File: config.mk
export PLATFORM = sky130hd
export DESIGN_NAME = xlate_walker
export DESIGN_NICKNAME = d
export VERILOG_FILES = /design/src/rtl/xlate_pkg.sv /design/src/rtl/xlate_region_sel.sv /design/src/rtl/xlate_pte_unpack.sv /design/src/rtl/xlate_mem_rd.sv /design/src/rtl/xlate_walker.sv
export SDC_FILE = /design/constraint.sdc
export NUM_CORES = 1
export LEC_CHECK = 0
export ABC_AREA = 1
export BUFFER_PORTS_ARGS = -buffer_cell sky130_fd_sc_hd__buf_2
export CORE_MARGIN = 2
export CORE_UTILIZATION = 50
export DETAILED_ROUTE_END_ITERATION = 6
export MAX_ROUTING_LAYER = met4
export PLACE_DENSITY_LB_ADDON = 0.1
export SLEW_MARGIN = 20
export SYNTH_ARGS = -nofsm -noshare
export SYNTH_HDL_FRONTEND = slang
export SYNTH_SLANG_ARGS = --single-unit
File: constraint.sdc
create_clock -name clk -period 5.6 [get_ports clk]
set_input_delay 1.12 -clock clk [delete_from_list [all_inputs] [get_ports clk]]
set_output_delay 1.12 -clock clk [all_outputs]
set_load 0.02 [all_outputs]
File: src/rtl/xlate_pkg.sv
package xlate_pkg;
    localparam int unsigned VA_W      = 32;
    localparam int unsigned PA_W      = 30;
    localparam int unsigned OFS_W     = 9;
    localparam int unsigned RGN_W     = 2;
    localparam int unsigned VPN_W     = VA_W - RGN_W - OFS_W;
    localparam int unsigned PFN_W     = PA_W - OFS_W;
    localparam int unsigned LEN_W     = VPN_W + 1;
    localparam int unsigned PTE_W     = 32;
    localparam int unsigned PTE_V_BIT = 31;
    localparam int unsigned ENT_LOG2  = 2;

    typedef enum logic [RGN_W-1:0] {
        RGN_PROC_A   = 2'b00,
        RGN_PROC_B   = 2'b01,
        RGN_SYSTEM   = 2'b10,
        RGN_RESERVED = 2'b11
    } region_e;

    typedef enum logic [2:0] {
        FLT_NONE    = 3'd0,
        FLT_RSVD    = 3'd1,
        FLT_LEN     = 3'd2,
        FLT_TBL_ADR = 3'd3,
        FLT_TBL_PG  = 3'd4,
        FLT_PAGE    = 3'd5
    } fault_e;

    typedef struct packed {
        logic             valid;
        logic [PFN_W-1:0] pfn;
    } pte_t;

    function automatic logic [PA_W-1:0] entry_pa(input logic [PA_W-1:0]  base,
                                                 input logic [VPN_W-1:0] idx);
        return base + PA_W'({idx, {ENT_LOG2{1'b0}}});
    endfunction
endpackage

File: src/rtl/xlate_region_sel.sv
module xlate_region_sel
    import xlate_pkg::*;
(
    input  logic [VA_W-1:0]  vaddr,
    input  logic [PA_W-1:0]  sys_base,
    input  logic [LEN_W-1:0] sys_len,
    input  logic [VA_W-1:0]  pa_base,
    input  logic [LEN_W-1:0] pa_len,
    input  logic [VA_W-1:0]  pb_base,
    input  logic [LEN_W-1:0] pb_len,
    output region_e          rgn,
    output logic             len_fault,
    output logic             tbl_fault,
    output logic [PA_W-1:0]  sys_pte_pa,
    output logic [PA_W-1:0]  tbl_pte_pa,
    output logic [OFS_W-1:0] tbl_off
);
    logic [VPN_W-1:0] vpn;
    logic [LEN_W-1:0] sel_len;
    logic [VA_W-1:0]  sel_tbl;
    logic [VA_W-1:0]  tbl_va;
    logic [VPN_W-1:0] tbl_vpn;

    assign rgn = region_e'(vaddr[VA_W-1 -: RGN_W]);
    assign vpn = vaddr[VA_W-RGN_W-1 -: VPN_W];

    always_comb begin
        unique case (rgn)
            RGN_PROC_A: begin sel_len = pa_len;  sel_tbl = pa_base; end
            RGN_PROC_B: begin sel_len = pb_len;  sel_tbl = pb_base; end
            RGN_SYSTEM: begin sel_len = sys_len; sel_tbl = '0;      end
            default:    begin sel_len = '0;      sel_tbl = '0;      end
        endcase
    end

    assign len_fault  = {1'b0, vpn} >= sel_len;
    assign sys_pte_pa = entry_pa(sys_base, vpn);

    assign tbl_va  = sel_tbl + VA_W'({vpn, {ENT_LOG2{1'b0}}});
    assign tbl_vpn = tbl_va[VA_W-RGN_W-1 -: VPN_W];
    assign tbl_off = tbl_va[OFS_W-1:0];

    assign tbl_fault  = (region_e'(tbl_va[VA_W-1 -: RGN_W]) != RGN_SYSTEM) ||
                        ({1'b0, tbl_vpn} >= sys_len);
    assign tbl_pte_pa = entry_pa(sys_base, tbl_vpn);
endmodule

File: src/rtl/xlate_pte_unpack.sv
module xlate_pte_unpack
    import xlate_pkg::*;
(
    input  logic [PTE_W-1:0] word,
    output pte_t             pte
);
    logic pte_unused;

    assign pte.valid  = word[PTE_V_BIT];
    assign pte.pfn    = word[PFN_W-1:0];
    assign pte_unused = &{1'b0, word[PTE_V_BIT-1:PFN_W]};
endmodule

File: src/rtl/xlate_mem_rd.sv
module xlate_mem_rd
    import xlate_pkg::*;
(
    input  logic             clk,
    input  logic             rst_n,
    input  logic             start,
    input  logic [PA_W-1:0]  start_addr,
    output logic             mem_rd_valid,
    input  logic             mem_rd_ready,
    output logic [PA_W-1:0]  mem_rd_addr,
    input  logic             mem_rsp_valid,
    input  logic [PTE_W-1:0] mem_rsp_data,
    output logic             done,
    output logic [PTE_W-1:0] data
);
    typedef enum logic [1:0] {M_FREE, M_ASK, M_AWAIT} mst_e;

    mst_e            mst, mst_nx;
    logic [PA_W-1:0] addr_q;

    always_ff @(posedge clk or negedge rst_n) begin
        if (!rst_n) mst <= M_FREE;
        else        mst <= mst_nx;
    end

    always_comb begin
        mst_nx = mst;
        unique case (mst)
            M_FREE:  if (start) mst_nx = M_ASK;
            M_ASK:   if (mem_rd_ready) mst_nx = M_AWAIT;
            M_AWAIT: if (mem_rsp_valid) mst_nx = start ? M_ASK : M_FREE;
            default: mst_nx = M_FREE;
        endcase
    end

    always_ff @(posedge clk or negedge rst_n) begin
        if (!rst_n)     addr_q <= '0;
        else if (start) addr_q <= start_addr;
    end

    assign mem_rd_valid = (mst == M_ASK);
    assign mem_rd_addr  = addr_q;
    assign done         = (mst == M_AWAIT) && mem_rsp_valid;
    assign data         = mem_rsp_data;

    a_r9_hold_request: assert property (@(posedge clk) disable iff (!rst_n)
        mem_rd_valid && !mem_rd_ready |=> mem_rd_valid && $stable(mem_rd_addr));

    a_r9_start_when_free: assert property (@(posedge clk) disable iff (!rst_n)
        start |-> (mst == M_FREE) || done);
endmodule

File: src/rtl/xlate_walker.sv
module xlate_walker
    import xlate_pkg::*;
(
    input  logic                  clk,
    input  logic                  rst_n,
    input  logic [PA_W-1:0]       sys_base,
    input  logic [LEN_W-1:0]      sys_len,
    input  logic [VA_W-1:0]       pa_base,
    input  logic [LEN_W-1:0]      pa_len,
    input  logic [VA_W-1:0]       pb_base,
    input  logic [LEN_W-1:0]      pb_len,
    input  logic                  req_valid,
    output logic                  req_ready,
    input  logic [VA_W-1:0]       req_vaddr,
    output logic                  rsp_valid,
    output logic [2:0]            rsp_fault,
    output logic [PA_W-1:0]       rsp_paddr,
    output logic                  mem_rd_valid,
    input  logic                  mem_rd_ready,
    output logic [PA_W-1:0]       mem_rd_addr,
    input  logic                  mem_rsp_valid,
    input  logic [PTE_W-1:0]      mem_rsp_data
);
    typedef enum logic [2:0] {S_IDLE, S_DECODE, S_TABLE, S_LEAF, S_DONE} st_e;

    st_e              st, st_nx;
    logic [VA_W-1:0]  va_q;
    logic [OFS_W-1:0] tbl_off_q;
    fault_e           fault_q;
    logic [PA_W-1:0]  paddr_q;

    region_e          rgn;
    logic             len_fault, tbl_fault;
    logic [PA_W-1:0]  sys_pte_pa, tbl_pte_pa;
    logic [OFS_W-1:0] tbl_off;

    logic             mem_start, mem_done;
    logic [PA_W-1:0]  mem_addr;
    logic [PTE_W-1:0] mem_data;
    pte_t             pte;

    logic             res_we;
    fault_e           res_fault;
    logic [PA_W-1:0]  res_paddr;

    xlate_region_sel u_rgn (
        .vaddr      (va_q),
        .sys_base   (sys_base),
        .sys_len    (sys_len),
        .pa_base    (pa_base),
        .pa_len     (pa_len),
        .pb_base    (pb_base),
        .pb_len     (pb_len),
        .rgn        (rgn),
        .len_fault  (len_fault),
        .tbl_fault  (tbl_fault),
        .sys_pte_pa (sys_pte_pa),
        .tbl_pte_pa (tbl_pte_pa),
        .tbl_off    (tbl_off)
    );

    xlate_mem_rd u_mem (
        .clk           (clk),
        .rst_n         (rst_n),
        .start         (mem_start),
        .start_addr    (mem_addr),
        .mem_rd_valid  (mem_rd_valid),
        .mem_rd_ready  (mem_rd_ready),
        .mem_rd_addr   (mem_rd_addr),
        .mem_rsp_valid (mem_rsp_valid),
        .mem_rsp_data  (mem_rsp_data),
        .done          (mem_done),
        .data          (mem_data)
    );

    xlate_pte_unpack u_pte (
        .word (mem_data),
        .pte  (pte)
    );

    // state register
    always_ff @(posedge clk or negedge rst_n) begin
        if (!rst_n) st <= S_IDLE;
        else        st <= st_nx;
    end

    // transitions and per-state actions
    always_comb begin
        st_nx     = st;
        mem_start = 1'b0;
        mem_addr  = '0;
        res_we    = 1'b0;
        res_fault = FLT_NONE;
        res_paddr = '0;
        unique case (st)
            S_IDLE: begin
                if (req_valid) st_nx = S_DECODE;
            end
            S_DECODE: begin
                if (rgn == RGN_RESERVED) begin
                    res_we = 1'b1; res_fault = FLT_RSVD; st_nx = S_DONE;
                end else if (len_fault) begin
                    res_we = 1'b1; res_fault = FLT_LEN; st_nx = S_DONE;
                end else if (rgn == RGN_SYSTEM) begin
                    mem_start = 1'b1; mem_addr = sys_pte_pa; st_nx = S_LEAF;
                end else if (tbl_fault) begin
                    res_we = 1'b1; res_fault = FLT_TBL_ADR; st_nx = S_DONE;
                end else begin
                    mem_start = 1'b1; mem_addr = tbl_pte_pa; st_nx = S_TABLE;
                end
            end
            S_TABLE: begin
                if (mem_done) begin
                    if (!pte.valid) begin
                        res_we = 1'b1; res_fault = FLT_TBL_PG; st_nx = S_DONE;
                    end else begin
                        mem_start = 1'b1;
                        mem_addr  = {pte.pfn, tbl_off_q};
                        st_nx     = S_LEAF;
                    end
                end
            end
            S_LEAF: begin
                if (mem_done) begin
                    res_we = 1'b1;
                    st_nx  = S_DONE;
                    if (!pte.valid) res_fault = FLT_PAGE;
                    else            res_paddr = {pte.pfn, va_q[OFS_W-1:0]};
                end
            end
            S_DONE: st_nx = S_IDLE;
            default: st_nx = S_IDLE;
        endcase
    end

    // datapath registers
    always_ff @(posedge clk or negedge rst_n) begin
        if (!rst_n) begin
            va_q      <= '0;
            tbl_off_q <= '0;
            fault_q   <= FLT_NONE;
            paddr_q   <= '0;
        end else begin
            if (st == S_IDLE && req_valid) va_q <= req_vaddr;
            if (st == S_DECODE)            tbl_off_q <= tbl_off;
            if (res_we) begin
                fault_q <= res_fault;
                paddr_q <= res_paddr;
            end
        end
    end

    assign req_ready = (st == S_IDLE);
    assign rsp_valid = (st == S_DONE);
    assign rsp_fault = fault_q;
    assign rsp_paddr = paddr_q;

    a_r10_single_pulse: assert property (@(posedge clk) disable iff (!rst_n)
        rsp_valid |=> !rsp_valid);

    a_r10_busy_at_response: assert property (@(posedge clk) disable iff (!rst_n)
        rsp_valid |-> !req_ready);

    a_r3_zero_on_fault: assert property (@(posedge clk) disable iff (!rst_n)
        rsp_valid && (rsp_fault != 3'd0) |-> (rsp_paddr == '0));

    a_r6_no_read_while_decoding: assert property (@(posedge clk) disable iff (!rst_n)
        (st == S_DECODE) |-> !mem_rd_valid);

    a_r10_no_read_when_idle: assert property (@(posedge clk) disable iff (!rst_n)
        req_ready |-> !mem_rd_valid);
endmodule

# Yosys cells after proc, flatten, opt, wreduce, memory -nomap -nowiden
# Index checks and enable logic that the tools add are counted.
# W data, S select, Z words.
# word_totals
reg_bits	109
inputBits	229
out_inout_bits	66
word_cells	86
# classes
add_sub_neg	3
order_cmp	2
eq_ne	16
muxes	50
reduce_logical	8
# op_table
op	n
$mux W30	9
$pmux W22 S3	1
$pmux W32 S2	1
$add A30 B23 Y30	2
$pmux W30 S2	1
$ge A21 B22 Y1	2
$mux W3	12
$add A32 B23 Y32	1
$mux W1	14
$mux W2	7
$pmux W3 S4	1
$ne A2 B2 Y1 const B	5
$pmux W3 S3	1
$eq A2 B2 Y1 const B	3
$eq A3 B2 Y1 const B	2
$pmux W2 S3	1
$reduce_and A3 Y1	2
$eq A2 B1 Y1 const B	2
$logic_not A2 Y1	2
$ne A2 B1 Y1 const B	2
$eq A3 B1 Y1 const B	1
$eq A3 B3 Y1 const B	1
$logic_not A3 Y1	1
$pmux W1 S3	1
3 further kinds	4

# Depth between registers and ports, before layout
# Gate-level depths: netlist (run 1).
# logic_depth
ltp_word	13
ltp_mapped	33
mapped_depth_nobuf	31

# Hierarchy
# From an unflattened synthesis (run 1), not the netlist that was laid out.
# unflattened
cells_unflattened	1796
hier_area_um2	11634.9
# by_module_without_submodules
module	instances	cells_per_inst	area_each_um2	seq_area_each_um2
xlate_region_sel	1	1045	6083.3	0.0
xlate_walker	1	555	3917.5	1926.8
xlate_mem_rd	1	174	1468.9	800.8
xlate_pte_unpack	1	22	165.2	0.0

# Worst setup path before layout (run 1)
# No wires, ideal clock.
# synth_timing
path_kind	input to register
from	input pa_base[2]
to	register u_mem.addr_q[19], in the netlist u_mem.mem_rd_addr[19]
setup_ns	0.124
arrival_ns	4.560
required_ns	5.476
path_slack_ns	0.916
stages	26
path_buffers	2
path_cell_list	a22o_1 ha_1 fa_1 nand3_1 nand2_1 nand3_1 nand3_1 nand3_1 nand3_1 a21boi_0 o21bai_1 nand2_1 xnor2_1 ha_1 a21oi_1 o21ai_0 a21oi_1 nand4_1 nor2_4 nand2_2 nand2_2 buf_6 nand2_8 buf_6 nand3_2 nand3_1
# synth_between
elab_chain_cells	9
elab_cells_between_ends	16
classes_between	2 x add/sub; 1 x order compare; 1 x eq/ne; 11 x mux; 1 x reduce/logical
# synth_rtl
element	line_no	source
from (decl)	xlate_walker.sv:8	input logic [VA_W-1:0] pa_base,
$pmux W32 S2 (*)	xlate_region_sel.sv:28	unique case (rgn)
$add A32 B23 Y32 (*)	xlate_region_sel.sv:39	assign tbl_va = sel_tbl + VA_W'({vpn, {ENT_LOG2{1'b0}}});
branches (longest 7 deep; another with $add A30 B23 Y30)	-	
to (signal assigned)	xlate_mem_rd.sv:38	else if (start) addr_q <= start_addr;
to (decl)	xlate_mem_rd.sv:19	logic [PA_W-1:0] addr_q;
# Mark *: on every way between the ends.
# A chain may end at the register's enable or synchronous reset.

# Final worst setup path (run 1)
# layout_timing
from	register va_q[31]
to	register paddr_q[19], in the netlist rsp_paddr[19]
# layout_between
elab_chain_cells	10
elab_cells_between_ends	16
classes_between	1 x add/sub; 2 x order compare; 4 x eq/ne; 7 x mux; 2 x reduce/logical
# layout_rtl
element	line_no	source
from (decl)	xlate_walker.sv:27	logic [VA_W-1:0] va_q;
from (signal assigned)	xlate_walker.sv:144	if (st == S_IDLE && req_valid) va_q <= req_vaddr;
$eq A2 B1 Y1 or $logic_not A2 Y1 (tied branches)	xlate_region_sel.sv:28	
$pmux W32 S2	xlate_region_sel.sv:28	
$add A32 B23 Y32	xlate_region_sel.sv:39	
$ge A21 B22 Y1 or $ne A2 B2 Y1 (tied branches)	xlate_region_sel.sv:44, xlate_region_sel.sv:43	
$logic_or A1 B1 Y1	xlate_region_sel.sv:43	assign tbl_fault = (region_e'(tbl_va[VA_W-1 -: RGN_W]) != RGN_SYSTEM) ||
$mux W1	xlate_walker.sv:106	end else if (tbl_fault) begin
$mux W1	xlate_walker.sv:104	end else if (rgn == RGN_SYSTEM) begin
$mux W1	xlate_walker.sv:102	end else if (len_fault) begin
$mux W1 (*)	xlate_walker.sv:100	if (rgn == RGN_RESERVED) begin
$pmux W1 S3 (*)	xlate_walker.sv:95	unique case (st)
to (signal assigned)	xlate_walker.sv:148	paddr_q <= res_paddr;
to (decl)	xlate_walker.sv:30	logic [PA_W-1:0] paddr_q;
# Mark *: on every way between the ends. The rest lies on a longest branch, timed or not.

==> impl_results.rst, run 1 <==
.. list-table::
   :header-rows: 1

   * - Metric
     - Value
   * - Final sum of negative setup slack
     - 0 ns
   * - Minimum setup slack in the final design
     - 0.380 ns
   * - Fraction of post-synthesis cell area in the top cell type by area
     - 25.4%
   * - Total of endpoints with negative setup slack in the final report
     - 0
   * - Initial core utilization
     - 51.0%
   * - DIE HEIGHT
     - 151 um
   * - Via count normalized by instance count
     - 5.49
   * - M2 GR Usage
     - 53.6%
   * - Max-slew violation total from the final report
     - 0
   * - Synth Area in Compound Gates
     - 14.8%
   * - Post-synthesis instance area
     - 0.0108 mm^2
   * - Buffer count from post-CTS setup fixing
     - 0
   * - Number of standard-cell rows in the floorplan
     - 53
   * - Gate Count Post-Synth
     - 1531
   * - Number of max-cap violations
     - 0
   * - Crit path largest cell delay
     - 0.59 ns
   * - Post-route fraction of the period consumed by the critical path
     - 93.2%
   * - TritonCTS clock tree
     - built
   * - Synth Warn #
     - 0
   * - Source-to-sink clock delay at the later pin of the worst-skew pair
     - 0.37 ns
   * - Hold Worst Slack
     - 0.470 ns
   * - Clock root buffer master
     - clkbuf_16
   * - Min Clock Period, post-route
     - 5.22 ns
   * - Layout cell share with drive strength beyond 1
     - 22.9%
   * - RSZ-0062 raised after global routing
     - no
   * - Placed cell count
     - 2064
   * - Crit Path Max Fanout
     - 34
   * - Switching portion of total power
     - 56.4%
   * - Main combinational cell family by area after synthesis
     - simple AND/OR/NAND/NOR gates
   * - Placed wire-length estimate after detailed placement
     - 29.2 mm
   * - Setup Slack @ Placement
     - 0.202 ns
   * - WS Path Type
     - flop to flop
   * - Average wire length per cell after detail routing
     - 17.0 um
   * - Static leakage power
     - 6.89 nW
   * - Layout overhead on the synthesized area
     - 18.8%
   * - Clock-pin slew reported for the worst setup and hold paths after clock tree synthesis
     - 0.10 ns
   * - Filler-free cell count of the finished design
     - 2081
   * - Count of flip-flops with a built-in enable after synthesis
     - 0
   * - Transition at the pin with the smallest max-transition slack
     - 0.882 ns
   * - Remaining global-route overflow
     - 0
   * - Cell type with the highest aggregate area in the netlist
     - dfrtp_1
   * - Synth cell types
     - 50
   * - DR pass1 iterations
     - 5
   * - Number of sinks driven by the clock tree
     - 109
   * - Max IR drop VDD
     - 0.259 mV
   * - Instance area after placement
     - 0.0125 mm^2
   * - Largest net degree at the start of global routing
     - 66
   * - Post-synthesis mux area share
     - 3.14%
   * - DRC viols
     - 0
   * - Basic-gate share of the synthesized area counting and, or, nand and nor cells
     - 33.2%
   * - CP Data Arrival Time
     - 5.51 ns
   * - Endpoint class of the critical path
     - flop
   * - Reg power frac
     - 17.0%
   * - Total power
     - 8.52 mW
   * - Count of port buffers added during placement
     - 284
   * - Antenna violations before repair
     - 0
   * - Area share of fa/ha/maj cells after synthesis
     - 12.8%
   * - Worst Clk Skew
     - 0.0167 ns
   * - Critical-path top delay cell
     - dfrtp_1
   * - M1 GR Usage
     - 40.8%
   * - Clock buffer depth
     - 2
   * - Switching power
     - 4.80 mW
   * - Internal power
     - 3.72 mW
   * - Wire length of the first global-routing pass
     - 54.4 mm
   * - Core outline area
     - 0.0211 mm^2
   * - Net Count, Synth
     - 1868
   * - Total clock buffers created by CTS
     - 9
   * - Combinational Power Share
     - 74.9%
   * - Full die area
     - 0.0227 mm^2
   * - Violation count after the first detailed-routing iteration
     - 667
   * - IO Pins
     - 295
   * - Post-synthesis area per instance
     - 7.02 um^2
   * - Final WL
     - 35.4 mm
   * - Number of endpoints with negative hold slack in the final report
     - 0
   * - Vias in the first global route
     - 10700
   * - Class of the tightest hold or removal check
     - flop to flop
   * - Met3 Use GR
     - 2.61%
   * - Final core utilization
     - 60.6%
   * - Power Dens Cells
     - 667 mW/mm^2
   * - F_max
     - 192 MHz
   * - Async set-reset flop share out of synthesis
     - 100%
   * - Worst EP required
     - 5.89 ns
   * - Width of the die
     - 151 um
   * - XOR/XNOR Fraction of Synth Area
     - 3.58%
   * - Clock Power Share
     - 8.1%
   * - Via count
     - 11400
   * - Run status
     - finished, final reports clean
   * - Final weighted congestion of routability-driven global placement
     - 0.937
   * - Sequential-to-total area share from yosys stat
     - 25.4%
   * - Main area contributors after synthesis
     - dfrtp_1 (25%), nand2_1 (14%), ha_1 (12%)
   * - Antenna violation net count after detailed routing
     - 0
   * - Busiest grt layer
     - met2
   * - Layout Nets
     - 2138
   * - Flip-flop and latch count after synthesis
     - 109
   * - Worst slew slack as a fraction of its limit
     - 41.2%
   * - Antenna Cells
     - 0
   * - CP startpoint kind
     - flop
   * - Most common cell type on the critical path
     - nand3_1
   * - Global routing usage summed across all routing layers
     - 31.4%
   * - Fill cell instance count of the final layout
     - 2042
   * - Final design area excluding fillers
     - 0.0128 mm^2
   * - Most used DFF post-synth
     - dfrtp_1
   * - Number of levels in the clock H-tree
     - 3
power by group through the flow:
stage	combinational, mW	clock (mW)	sequential (mW)
finish	6.38	0.694	1.45
global route	7.14	0.735	1.48
CTS	6.31	0.707	1.43
detailed placement	6.28	0	1.44
global placement	6.18	0	1.44
floorplan	4.44	0	1.49
cell usage after synthesis, drive strengths merged (7+ instances only):
library cell,instances
mux2,30
o21ai,79
a221oi,20
nand4,23
nand2,408
nor2,139
ha,105
nand3,186
xnor2,26
a22o,21
inv,139
buf,15
o21bai,7
xor2,18
clkbuf,29
dfrtp,109
a21oi,110
nor3,13
worst max-delay path: cells and delay by family, from the launching register on:
family / cells / cell delay [ns]
xor gates and xnor gates: 1 / 0.17
adders and majority gates: 3 / 0.93
DFF: 1 / 0.59
AOI/OAI and AO/OA: 6 / 0.95
buffers and inverters: 3 / 0.47
and+or+nand+nor: 16 / 2.00
cell type report:
cell class	count	area (um^2)	area share [%]
Tap cell	275	344	2.69
Clock buffer	9	225	1.76
Sequential cell	109	2730	21.4
Clock inverter	7	88.8	0.695
Inverter	141	534	4.18
Multi-Input combinational cell	1238	7280	57.0
Timing Repair Buffer	302	1570	12.3
flip-flops by register name, summed over array words and instances, names as in the netlist:
name               count
va_q                  32
st                     3
u_mem.mst              2
tbl_off_q              9
rsp_paddr             30
rsp_fault              3
u_mem.mem_rd_addr     30
metal layers:
metal	part of all wire [%]	wire length, um	up-vias
li1	-	-	5744
met4	1.9	664	0
met1	45	15800	5258
met5	0	0	-
met2	48	17100	373
met3	5.3	1880	41
logic make-up after synthesis:
family	after synthesis
fa+ha+maj	108
compound gates	268
flops	109
buf+inv	185
simple gates	787
xor+xnor	44
mux	30
placed cells by master (no fill, tap or decap), types with 77 or more instances in the layout:
cell,n
nand2_1,395
buf_2,283
nand3_1,156
inv_1,136
nor2_1,129
a21oi_1,110
dfrtp_1,108
ha_1,105
o21ai_0,77
repair_timing:
action | in CTS | in global routing
hold buffers | 0 | 0
resized for setup | 0 | 1
setup endpoints to repair | 0 | 33
worst paths after layout:
check                          from  cells after the start  slack [ns]       endpoint
hold reg to reg             va_q[6]                      2        0.47   rsp_paddr[6]
setup reg to reg           va_q[31]                     29        0.38  rsp_paddr[19]
max in group asynchronous     rst_n                      2        3.63   u_mem.mst[1]
hold / removal              va_q[6]                      2        0.47   rsp_paddr[6]
min in group asynchronous     rst_n                      1        0.87  rsp_paddr[27]
setup / recovery           va_q[31]                     29        0.38  rsp_paddr[19]
Note: power is estimated with default switching activity, not from simulation.
==> run 2, diff against run 1 <==
--- a/config.mk
+++ b/config.mk
@@ -10,6 +10,7 @@
 export CORE_MARGIN = 2
 export CORE_UTILIZATION = 50
 export DETAILED_ROUTE_END_ITERATION = 6
+export GPL_TIMING_DRIVEN = 0
 export MAX_ROUTING_LAYER = met4
 export PLACE_DENSITY_LB_ADDON = 0.1
 export SLEW_MARGIN = 20
==> run 2 against run 1 <==
Net effect:
- utilization grew 0.71 points
- routed wire length rose by 4.6%
- final cell count up 1.3%
- fmax fell by 1.4%
- clock skew decreased by 0.0017 ns
- critical endpoint is now u_mem.mem_rd_addr[26]
==> impl_results.rst, run 2 (same netlist as run 1, synthesis figures left out) <==
.. list-table::
   :header-rows: 1

   * - Metric
     - Value
   * - CP Data Arrival Time
     - 5.53 ns
   * - Class of the tightest hold or removal check
     - flop to flop
   * - Layout Nets
     - 2166
   * - Crit path largest cell delay
     - 0.43 ns
   * - Total power
     - 8.66 mW
   * - F_max
     - 189 MHz
   * - Vias in the first global route
     - 10900
   * - Combinational Power Share
     - 75.8%
   * - Clock root buffer master
     - clkbuf_16
   * - Largest register by flop count
     - va_q
   * - Total of endpoints with negative setup slack in the final report
     - 0
   * - Run status
     - finished, final reports clean
   * - Worst Clk Skew
     - 0.0150 ns
   * - # hold bufs at CTS
     - 0
   * - Number of sinks driven by the clock tree
     - 109
   * - R2R Path Start
     - va_q[31]
   * - Layout overhead on the synthesized area
     - 20.2%
   * - Reg power frac
     - 16.4%
   * - Internal power
     - 3.75 mW
   * - Transition at the pin with the smallest max-transition slack
     - 0.778 ns
   * - Full die area
     - 0.0227 mm^2
   * - Source-to-sink clock delay at the later pin of the worst-skew pair
     - 0.36 ns
   * - Worst EP required
     - 5.84 ns
   * - Average wire length per cell after detail routing
     - 17.6 um
   * - Max-slew violation total from the final report
     - 0
   * - Number of levels in the clock H-tree
     - 3
   * - Switching portion of total power
     - 56.7%
   * - Antenna violation net count after detailed routing
     - 0
   * - Max IR drop VDD
     - 0.293 mV
   * - DRC viols
     - 0
   * - Initial core utilization
     - 51.0%
   * - Clock-pin slew reported for the worst setup and hold paths after clock tree synthesis
     - 0.09 ns
   * - Static leakage power
     - 6.96 nW
   * - Final weighted congestion of routability-driven global placement
     - 1.03
   * - Power Dens Cells
     - 670 mW/mm^2
   * - Min Clock Period, post-route
     - 5.30 ns
   * - Number of endpoints with negative hold slack in the final report
     - 0
   * - Antenna Cells
     - 0
   * - Number of standard-cell rows in the floorplan
     - 53
   * - Worst slew slack as a fraction of its limit
     - 48.1%
   * - Remaining global-route overflow
     - 0
   * - Crit Path Max Fanout
     - 10
   * - TritonCTS clock tree
     - built
   * - DIE HEIGHT
     - 151 um
   * - Count of port buffers added during placement
     - 284
   * - Wire length of the first global-routing pass
     - 56.0 mm
   * - Post-route fraction of the period consumed by the critical path
     - 94.6%
   * - Clock Power Share
     - 7.8%
   * - Start point of the critical path
     - va_q[31]
   * - Final sum of negative setup slack
     - 0 ns
   * - Switching power
     - 4.91 mW
   * - DR pass1 iterations
     - 5
   * - Placed wire-length estimate after detailed placement
     - 31.4 mm
   * - Global routing usage summed across all routing layers
     - 32.9%
   * - Via count
     - 11700
   * - Endpoint class of the critical path
     - flop
   * - Number of max-cap violations
     - 0
   * - Setup slack of the worst register-to-register path
     - 0.30 ns
   * - Via count normalized by instance count
     - 5.55
   * - Total clock buffers created by CTS
     - 9
   * - Critical-path top delay cell
     - dfrtp_1
   * - WS Path Type
     - flop to flop
   * - Largest net degree at the start of global routing
     - 78
   * - IO Pins
     - 295
   * - Setup Slack @ Placement
     - -0.221 ns
   * - Width of the die
     - 151 um
   * - Final WL
     - 37.1 mm
   * - Layout cell share with drive strength beyond 1
     - 22.9%
   * - Min-delay src
     - va_q[0]
   * - Violation count after the first detailed-routing iteration
     - 572
   * - Most frequent cells in the layout
     - nand2_1 (395), buf_2 (288), nand3_1 (155), inv_1 (136), nor2_1 (131)
   * - Clock buffer depth
     - 2
   * - Minimum setup slack in the final design
     - 0.304 ns
   * - Antenna violations before repair
     - 0
   * - Flip-flop count of the largest register after layout
     - 32
   * - CP startpoint kind
     - flop
   * - Core outline area
     - 0.0211 mm^2
   * - Most common cell after layout, fill and taps aside
     - nand2_1
==> run 2: changes by cell type in the layout (fill, tap and decap cells not counted), moves of 2 or more <==
cell      delta
buf_2        +5
clkbuf_2     +4
clkbuf_4     +2
buf_6        +7
buf_4       -12
nor2_1       +2
nor2_2       -2
inv_12       -2
clkbuf_1    +22
==> run 2: layer usage <==
metal	up-vias	wire (um)	global-route usage, %
met2	420	17700	54.4
met3	73	2000	3.55
met4	0	1190	12.1
met1	5408	16200	41.7
met5	-	0	-
li1	5798	-	-
==> run 2: cell type report <==
cell class / count / area [um^2]
fillers: 2066 / 8170
multi-input cells: 1237 / 7290
flip-flops and latches: 109 / 2730
repair buffers: 287 / 1470
inverters: 141 / 534
well taps: 275 / 344
plain buffers: 44 / 244
clock buffers: 9 / 225
clock inverters: 7 / 83.8
==> run 2: power by group through the flow <==
stage | combinational (mW) | sequential, mW | clock [mW]
finish | 6.56 | 1.42 | 0.673
global route | 7.26 | 1.45 | 0.711
CTS | 6.43 | 1.42 | 0.685
detailed placement | 6.40 | 1.43 | 0
global placement | 6.32 | 1.42 | 0
floorplan | 4.44 | 1.49 | 0
==> run 2: path summary, 6_finish.rpt <==
kind,end,cells after the start
max,u_mem.mem_rd_addr[26],27
min,rsp_paddr[0],2
max reg2reg,u_mem.mem_rd_addr[26],27
min reg2reg,rsp_paddr[0],2
max in group asynchronous,tbl_off_q[7],2
min in group asynchronous,rsp_paddr[27],1
==> run 2: timing repair <==
item | 4_1_cts | 5_1_grt
endpoints found under the hold margin | 0 | 0
buffers inserted | 0 | 2
gates resized for setup | 6 | 16
pin swaps | 0 | 2
endpoints found under the setup margin | 63 | 66
==> run 2: worst max-delay path, delay by kind of cell, from the launching register on <==
family	cells	cell delay, ns
and+or+nand+nor	12	1.61
AOI/OAI and AO/OA	8	1.61
adders and majority gates	2	0.58
DFF	1	0.43
buffers and inverters	4	0.81
xor gates and xnor gates	1	0.14
==> run 2: stage by stage <==
| stage | hold WS (ns) | area, um^2 | instances | utilization (%) |
|---|---|---|---|---|
| 3_3_place_gp | 0.450 | 12500 | 2090 | 59.4 |
| 3_5_place_dp | 0.460 | 12600 | 2091 | 59.5 |
| 6_report | 0.473 | 12900 | 2109 | 61.3 |
| 2_1_floorplan | 0.444 | 10800 | 1531 | - |
| 5_1_grt | 0.502 | 12900 | 2109 | 61.3 |
| 4_1_cts | 0.475 | 12900 | 2107 | 61.0 |
==> run 3, diff against run 2 <==
--- a/config.mk
+++ b/config.mk
@@ -7,6 +7,7 @@
 export LEC_CHECK = 0
 export ABC_AREA = 1
 export BUFFER_PORTS_ARGS = -buffer_cell sky130_fd_sc_hd__buf_2
+export CORE_ASPECT_RATIO = 0.6
 export CORE_MARGIN = 2
 export CORE_UTILIZATION = 50
 export DETAILED_ROUTE_END_ITERATION = 6
==> run 3 against run 2 <==
Net effect:
- hold slack better by 0.0023 ns
- fmax down 2.3%
- combinational power up 3.7%
- clock skew down 0.0042 ns
- global-route usage up 3.5 points
- final cell count up 0.14%
- first-iteration DRC count up 120%
- count of clock-buffer cells in the layout unchanged
- routed wire length up 9.0%
- sequential power about the same
- power up 3.0%
- worst setup slack worse by 0.12 ns
- critical path type unchanged
- largest cell class unchanged
- largest power group unchanged
==> impl_results.rst, run 3 (same netlist as run 1, synthesis figures left out) <==
.. list-table::
   :header-rows: 1

   * - Metric
     - Value
   * - Clock buffer depth
     - 2
   * - Buffer count from post-CTS setup fixing
     - 0
   * - Total of endpoints with negative setup slack in the final report
     - 0
   * - Final weighted congestion of routability-driven global placement
     - 0.996
   * - Wire length of the first global-routing pass
     - 62.6 mm
   * - Layout overhead on the synthesized area
     - 20.4%
   * - Initial core utilization
     - 51.1%
   * - DIE HEIGHT
     - 118 um
   * - Critical-path top delay cell
     - dfrtp_1
   * - Number of max-cap violations
     - 0
   * - Remaining global-route overflow
     - 0
   * - Full die area
     - 0.0227 mm^2
   * - Switching portion of total power
     - 58.0%
   * - Clock root buffer master
     - clkbuf_16
   * - Vias in the first global route
     - 11300
   * - Largest net degree at the start of global routing
     - 78
   * - Final WL
     - 40.4 mm
   * - Max-slew violation total from the final report
     - 0
   * - Layout Nets
     - 2164
   * - Total clock buffers created by CTS
     - 9
   * - Number of endpoints with negative hold slack in the final report
     - 0
   * - Reg power frac
     - 16.2%
   * - Gate family responsible for the most delay along the worst path
     - simple AND/OR/NAND/NOR gates
   * - Most common cell type on the critical path
     - nand3_1
   * - Number of standard-cell rows in the floorplan
     - 41
   * - CP Data Arrival Time
     - 5.72 ns
   * - Min Clock Period, post-route
     - 5.42 ns
   * - Source-to-sink clock delay at the later pin of the worst-skew pair
     - 0.38 ns
   * - Antenna violation net count after detailed routing
     - 0
   * - Antenna violations before repair
     - 1
   * - Static leakage power
     - 6.97 nW
   * - Internal power
     - 3.75 mW
   * - RSZ-0062 raised after global routing
     - no
   * - Largest register by flop count
     - va_q
   * - Layout cell share with drive strength beyond 1
     - 23.0%
   * - IO Pins
     - 295
   * - Buf/Inv on CP
     - 5
   * - TritonCTS clock tree
     - built
   * - Average wire length per cell after detail routing
     - 19.1 um
   * - Count of port buffers added during placement
     - 284
   * - Hold Worst Slack
     - 0.475 ns
   * - Violation count after the first detailed-routing iteration
     - 1241
   * - Width of the die
     - 193 um
   * - Class of the tightest hold or removal check
     - flop to flop
   * - Via count normalized by instance count
     - 5.75
   * - Placed wire-length estimate after detailed placement
     - 33.9 mm
   * - WS Path Type
     - flop to flop
   * - Crit path largest cell delay
     - 0.42 ns
   * - DR pass1 iterations
     - 7
   * - F_max
     - 185 MHz
   * - CP startpoint kind
     - flop
   * - Worst Clk Skew
     - 0.0108 ns
   * - # hold bufs at CTS
     - 0
   * - Switching power
     - 5.17 mW
   * - Final core utilization
     - 61.5%
   * - Transition at the pin with the smallest max-transition slack
     - 0.913 ns
   * - Worst EP required
     - 5.90 ns
   * - Clock-pin slew reported for the worst setup and hold paths after clock tree synthesis
     - 0.08 ns
   * - Max IR drop VDD
     - 0.325 mV
   * - Most common cell after layout, fill and taps aside
     - nand2_1
   * - Number of sinks driven by the clock tree
     - 109
   * - Global routing usage summed across all routing layers
     - 36.4%
   * - Post-route fraction of the period consumed by the critical path
     - 96.8%
   * - Endpoint class of the critical path
     - flop
   * - Clock Power Share
     - 7.6%
   * - Number of levels in the clock H-tree
     - 3
   * - Core outline area
     - 0.0210 mm^2
   * - DRC viols
     - 0
   * - Crit Path Max Fanout
     - 10
   * - Via count
     - 12100
   * - Final sum of negative setup slack
     - 0 ns
   * - Flip-flop count of the largest register after layout
     - 32
   * - Worst slew slack as a fraction of its limit
     - 38.6%
   * - Combinational Power Share
     - 76.2%
   * - Most frequent cells in the layout
     - nand2_1 (395), buf_2 (288), nand3_1 (155), inv_1 (136), nor2_1 (130)
   * - Power Dens Cells
     - 689 mW/mm^2
   * - Fill cell instance count of the final layout
     - 2029
   * - Run status
     - finished, final reports clean
-- run 3: final timing paths --
check / start / slack, ns / cells past startpoint / endpoint
max: va_q[30] / 0.18 / 30 / u_mem.mem_rd_addr[8]
min: va_q[7] / 0.47 / 2 / rsp_paddr[7]
max reg2reg: va_q[30] / 0.18 / 30 / u_mem.mem_rd_addr[8]
min reg2reg: va_q[7] / 0.47 / 2 / rsp_paddr[7]
max in group asynchronous: rst_n / 4.26 / 2 / tbl_off_q[6]
min in group asynchronous: rst_n / 0.62 / 1 / va_q[28]
-- run 3: tightest hold or removal path, stage by stage, from the launching register on --
cell and delay [ns]:
dfrtp_1 0.34, nand2_1 0.05, nand2_1 0.05
-- run 3: power by group through the flow --
stage	clock network, mW	registers, mW	logic [mW]
after global placement	0	1.44	6.43
after detailed placement	0	1.45	6.49
after floorplan	0	1.49	4.44
after global routing	0.712	1.48	7.48
final	0.677	1.45	6.80
after CTS	0.683	1.43	6.54
-- run 3: layer usage --
metal,global-route usage (%),share of wire [%],wire (um)
met1,55.4,49,19900
met5,-,0,0
met4,4.68,0.89,358
met3,9.74,12,4650
met2,48.4,38,15400
-- run 3: cell type report --
cell class	instances	area, um^2	area share [%]
Antenna cell	1	2.50	0.0193
Buffer	44	249	1.92
Clock buffer	9	225	1.74
Clock inverter	7	86.3	0.667
Inverter	141	534	4.13
Multi-Input combinational cell	1237	7310	56.5
Sequential cell	109	2730	21.1
Tap cell	279	349	2.70
Timing Repair Buffer	285	1460	11.2
-- run 3: through the flow --
step | cells | setup slack, ns | total power, mW | cell area, um^2
after floorplan | 1531 | 0.916 | 5.94 | 10800
after global placement | 2094 | -0.488 | 7.86 | 12500
after detailed placement | 2095 | -0.473 | 7.94 | 12600
after CTS | 2111 | 0.0190 | 8.65 | 12900
after global routing | 2112 | 0.0166 | 9.67 | 12900
final | 2112 | 0.182 | 8.92 | 12900
-- run 3: what timing repair did --
item,CTS,global route
gates resized for setup,8,24
pin swaps,0,2
cloned,0,0
setup endpoints to repair,66,66
